### src/rtl/rate_solver.sv
module rate_solver #(
  parameter int W      = 16,
  parameter int PS_MAX = 254
) (
  input  logic         clk,
  input  logic         rst_n,
  input  logic         start,
  input  logic [W-1:0] in_hz,
  input  logic [W-1:0] bit_hz,
  input  logic         slave,
  output logic         done,
  output logic         ok,
  output logic         err,
  output logic [7:0]   prescale,
  output logic [7:0]   rate_div
);
  localparam int CW = $clog2(W + 1);

  logic          busy, ph_ps;
  logic [CW-1:0] cnt;
  logic [W-1:0]  rem, quo, dsr, ratio;
  logic [7:0]    ps;

  logic [W:0]    sh;
  logic [W-1:0]  diff, qn, rn;
  logic          fit, bad, last, settle;
  logic [8:0]    ps_nx;

  assign sh     = {rem, quo[W-1]};
  assign fit    = sh >= {1'b0, dsr};
  assign diff   = sh[W-1:0] - dsr;
  assign qn     = {quo[W-2:0], fit};
  assign rn     = fit ? diff : sh[W-1:0];
  assign last   = busy && (cnt == CW'(1));
  assign settle = last && ph_ps && (qn != '0) && (qn <= W'(256));
  assign ps_nx  = {1'b0, ps} + 9'd2;

  assign bad = (bit_hz == '0) ||
               (slave ? (({4'b0, bit_hz} * (W+4)'(12)) > {4'b0, in_hz})
                      : ({bit_hz, 1'b0} > {1'b0, in_hz}));

  always_ff @(posedge clk) begin
    if (!rst_n) begin
      busy <= 1'b0; ph_ps <= 1'b0; cnt <= '0;
      rem <= '0; quo <= '0; dsr <= '0; ratio <= '0; ps <= '0;
      done <= 1'b0; ok <= 1'b0; err <= 1'b0;
      prescale <= '0; rate_div <= '0;
    end else begin
      done <= 1'b0;
      if (!busy) begin
        if (start) begin
          if (bad) begin
            done <= 1'b1; ok <= 1'b0; err <= 1'b1;
            prescale <= '0; rate_div <= '0;
          end else begin
            busy <= 1'b1; ph_ps <= 1'b0; cnt <= CW'(W);
            rem <= '0; quo <= in_hz; dsr <= bit_hz;
          end
        end
      end else begin
        rem <= rn;
        quo <= qn;
        cnt <= cnt - CW'(1);
        if (last) begin
          rem <= '0;
          cnt <= CW'(W);
          if (!ph_ps) begin
            ratio <= qn; quo <= qn; dsr <= W'(2); ps <= 8'd2; ph_ps <= 1'b1;
          end else if (settle) begin
            busy <= 1'b0; done <= 1'b1; ok <= 1'b1; err <= 1'b0;
            prescale <= ps; rate_div <= 8'(qn - W'(1));
          end else if (ps_nx > 9'(PS_MAX)) begin
            busy <= 1'b0; done <= 1'b1; ok <= 1'b0; err <= 1'b1;
            prescale <= '0; rate_div <= '0;
          end else begin
            ps <= ps_nx[7:0]; quo <= ratio; dsr <= W'(ps_nx);
          end
        end
      end
    end
  end

  assert_master_limit_R1: assert property (@(posedge clk) disable iff (!rst_n)
    !busy && start && !slave && (bit_hz != '0) && ({bit_hz, 1'b0} > {1'b0, in_hz})
    |=> done && err && !ok);

  assert_zero_rate_R3: assert property (@(posedge clk) disable iff (!rst_n)
    !busy && start && (bit_hz == '0) |=> done && err && !busy);

  assert_ok_prescale_even_R4: assert property (@(posedge clk) disable iff (!rst_n)
    done && ok |-> !prescale[0] && (prescale >= 8'd2) && (32'(prescale) <= PS_MAX));

  assert_single_done_R6: assert property (@(posedge clk) disable iff (!rst_n)
    done && !start |=> !done);

  assert_one_verdict_R6: assert property (@(posedge clk) disable iff (!rst_n)
    done |-> (ok ^ err));

  assert_hold_results_R7: assert property (@(posedge clk) disable iff (!rst_n)
    busy && $past(busy) |-> $stable({ok, err, prescale, rate_div}));
endmodule

### config.mk
export PLATFORM = sky130hd
export DESIGN_NAME = rate_solver
export DESIGN_NICKNAME = d
export VERILOG_FILES = /design/src/rtl/rate_solver.sv
export SDC_FILE = /design/constraint.sdc
export NUM_CORES = 1
export LEC_CHECK = 0
export BUFFER_PORTS_ARGS = -buffer_cell sky130_fd_sc_hd__buf_4
export CORE_MARGIN = 2
export CORE_UTILIZATION = 62
export DETAILED_ROUTE_END_ITERATION = 8
export GPL_TIMING_DRIVEN = 1
export PLACE_DENSITY = 0.88
export SKIP_LAST_GASP = 1
export SLEW_MARGIN = 20
export SYNTH_ARGS = -nofsm -noshare
export SYNTH_HDL_FRONTEND = slang
export SYNTH_SLANG_ARGS = --single-unit
### constraint.sdc
create_clock -name clk -period 5.5 [get_ports clk]
set_input_delay 0.275 -clock clk [delete_from_list [all_inputs] [get_ports clk]]
set_output_delay 0.275 -clock clk [all_outputs]
set_load 0.03 [all_outputs]
==> out/results.ini <==
[clocking]
clock_latency_ns = 0.36
cts.sinks = 97
htree_levels = 3
cts_tree = built
holdBufCountCts = 0
cts_inserted_buffers = 9
clk_pin_slew_ns = 0.07
cts_buffer_depth = 2
root_buffer = clkbuf_16
cts_setup_buffers = 0
cts_resized = 0

[final_layout]
fill_cells = 905
drive_gt1_share_pct = 12.2
regArea_um2 = 1940
antenna_cells = 0
fin_area_um2 = 7990
multi_input_area_um2 = 4750
area_growth_pct = 11.2
fin_cells = 1036
nets = 1001

[placement]
place_hpwl_um = 12700
place_ws_ns = 1.13
dpl_cell_area_um2 = 7630
gp_congestion = 0.962
place.port_buffers = 54
dp_cells = 1020

[timing]
hold_viol = 0
period_share_pct = 74.5
slew_viol_final = 0
fin_worst_skew_ns = 0.00936
hold_slack_ns = 0.232
finalSetupViolations = 0
finalSetupTns_ns = 0
setup_ws_ns = 1.40
worst_pin_slew_ns = 1.12
fin_crit_ns = 4.10
slew_headroom_pct = 25.4
rsz0062_at_grt = false
fmax_mhz = 244

[grt]
grt_pass1_wl_um = 29100
grt_max_degree = 64
grt_overflow = 0
grt_pass1_vias = 6036
track_usage_pct = 28.4
antenna_found_initial = 0

[min_path]
hp-class = in2reg
worstHoldPathCells = 3
hp-start = in_hz[8]
whs_endpoint = quo[8]

[pwr]
ir_drop_uv = 250
p_comb_share_pct = 36.6
leakagePower_nw = 3.46
p_int_w = 0.00156
seqPwrFrac_pct = 31.7
power_density_nw_per_um2 = 300
clockPowerShare_pct = 31.8
switching_share_pct = 35.1
p_sw_w = 0.000843

[logic_synthesis]
netlist_area_um2 = 7190
synth-edff-count = 0
synthArstFlopShare_pct = 0
yosys_warnings = 0
syn_area_per_cell_um2 = 8.39
synthFlopType = dfxtp_1
synth_seq_cells = 97
syn_inst = 857
syn_nets = 970
ys_types = 78
synth-seq-area-share_pct = 27.0

[critical_path]
worstSetupStartpointType = flop
r2r-start = dsr[4]
crit_buf_inv = 1
cp.required_ns = 5.75
critical_path_class = reg2reg
cp_max_fo = 14
r2r_setup_slack_ns = 1.40
reg2regPathDepth = 15
cp_slowest_cell = nor4_4
critPathTopFamily = compound AO/OA/AOI/OAI gates
max_stage_delay_ns = 0.40
cp-end-kind = flop
path_cells = inv_1 > ha_1 > a21o_1 > a21o_1 > a221oi_2 > o21ai_1 > o21bai_2 > ha_1 > a31oi_2 > nor4_4 > o21ai_1 > o21ai_1 > a21boi_2 > nand2_2 > o211a_1
cp.arrival_ns = 4.35
crit_top_cell = o21ai_1
r2r-end = dsr[2]

[drt]
drc = 0
viasPerCell = 6.24
postRouteWirelength_um = 17500
drtIter0Drc = 453
ant_nets = 0
vias = 6460
routedWlPerCell_um = 16.9
drt_first_pass_iters = 5

[run_status]
outcome = complete, no violations

[die]
fp.dieArea_um2 = 12500
rows = 39
die_w_um = 112
start_util_pct = 63.2
core-area_um2 = 11400
io_pins = 55
die_h_um = 112

[job]
maxCapViolations = 0

-- layer usage --
layer	share of wire [%]	global-route usage (%)
met1	44	37.6
met2	46	46.1
met3	6.8	4.46
met4	3.2	12.4
met5	0	0
-- worst register-to-register path: cells and delay by family, from the launching register on --
| family | cells | cell delay [ns] |
|---|---|---|
| buffers and inverters | 1 | 0.05 |
| AND/OR/NAND/NOR | 2 | 0.68 |
| adder cells (fa/ha/maj) | 2 | 0.65 |
| flip-flops | 1 | 0.34 |
| AO/OA/AOI/OAI | 10 | 2.28 |
-- cell usage after synthesis, types with 3 or more instances --
master / instances / area, um^2
buf_4: 5 / 37.5
o21ai_1: 5 / 25.0
nor4_1: 4 / 25.0
o211a_1: 6 / 60.1
a21boi_0: 3 / 22.5
xor2_1: 9 / 78.8
clkbuf_1: 23 / 86.3
nor2b_1: 9 / 56.3
o31ai_1: 4 / 30.0
a31oi_1: 3 / 18.8
and3_1: 5 / 31.3
xnor2_1: 21 / 184
nand3b_1: 5 / 37.5
nand2b_1: 10 / 62.6
mux2i_1: 58 / 581
nor2_1: 56 / 210
inv_1: 81 / 304
or3_1: 10 / 62.6
nand3_1: 11 / 55.1
nand3_2: 3 / 30.0
o21a_1: 4 / 30.0
and4_1: 5 / 43.8
o22ai_1: 18 / 113
o211ai_1: 21 / 158
and2_1: 9 / 56.3
dfxtp_1: 97 / 1940
o21ai_0: 29 / 145
or2_2: 3 / 18.8
o221ai_2: 5 / 75.1
nand4_1: 13 / 81.3
a21o_1: 13 / 97.6
a21oi_1: 56 / 280
buf_6: 3 / 33.8
nor3_1: 17 / 85.1
ha_1: 75 / 938
a22o_1: 15 / 131
buf_2: 7 / 35.0
nand2_1: 81 / 304
a211oi_1: 3 / 22.5
-- final cells by class --
type / instances / share of cell area (%)
Clock buffer: 10 / 2.99
Clock inverter: 6 / 1.52
Inverter: 81 / 3.81
Multi-Input combinational cell: 639 / 59.5
Sequential cell: 97 / 24.3
Tap cell: 143 / 2.24
Timing Repair Buffer: 60 / 5.64
-- worst max-delay path by stage --
stage / endpoint / slack [ns] / from / cells after the start
6_report: dsr[2] / 1.40 / dsr[4] / 15
5_1_grt: dsr[4] / 1.04 / dsr[2] / 15
4_1_cts: dsr[2] / 1.42 / dsr[4] / 15
3_5_place_dp: rate_div[4] / 1.13 / bit_hz[1] / 17
3_3_place_gp: prescale[3] / 1.29 / bit_hz[1] / 17
2_1_floorplan: dsr[6] / 1.63 / dsr[10] / 18
-- cell usage in the layout, fill, tap and decap left out, drive strengths merged, types with 13 or more instances in the layout --
master / synthesis / routed
nor3: 17 / 17
nand3: 14 / 14
mux2i: 58 / 58
a22o: 15 / 15
xnor2: 21 / 21
inv: 81 / 84
a21oi: 56 / 56
o211ai: 22 / 22
o21ai: 34 / 34
buf: 17 / 60
ha: 75 / 75
o22ai: 18 / 18
a21o: 13 / 13
nor2: 56 / 56
nand4: 14 / 14
dfxtp: 97 / 97
nand2: 82 / 82
-- stage by stage --
step / utilization [%] / total power (W)
after global placement: 67.1 / 0.00161
after floorplan: - / 0.00145
after global routing: 70.3 / 0.00253
after detailed placement: 67.1 / 0.00163
final: 70.3 / 0.00240
after CTS: 70.3 / 0.00239
-- state kept, by name, indices dropped and copies added (netlist names) --
name,count
quo,16
prescale,8
ps,7
busy,1
done,1
cnt,5
ph_ps,1
ok,1
err,1
rate_div,8
dsr,16
rem,16
ratio,16
-- power by group through the flow --
stage | registers, W | logic [W] | clock network, W
4_1_cts | 0.000759 | 0.000868 | 0.000765
3_3_place_gp | 0.000774 | 0.000837 | 0
2_1_floorplan | 0.000767 | 0.000678 | 0
6_report | 0.000760 | 0.000878 | 0.000762
5_1_grt | 0.000763 | 0.000970 | 0.000793
3_5_place_dp | 0.000775 | 0.000857 | 0
-- logic make-up after synthesis --
| family | synth area share (%) |
|---|---|
| xor+xnor | 3.66 |
| compound gates | 21.6 |
| flops | 27.0 |
| mux | 8.39 |
| buf+inv | 7.02 |
| simple gates | 18.7 |
| fa+ha+maj | 13.6 |
(Power assumes the default switching activity.)
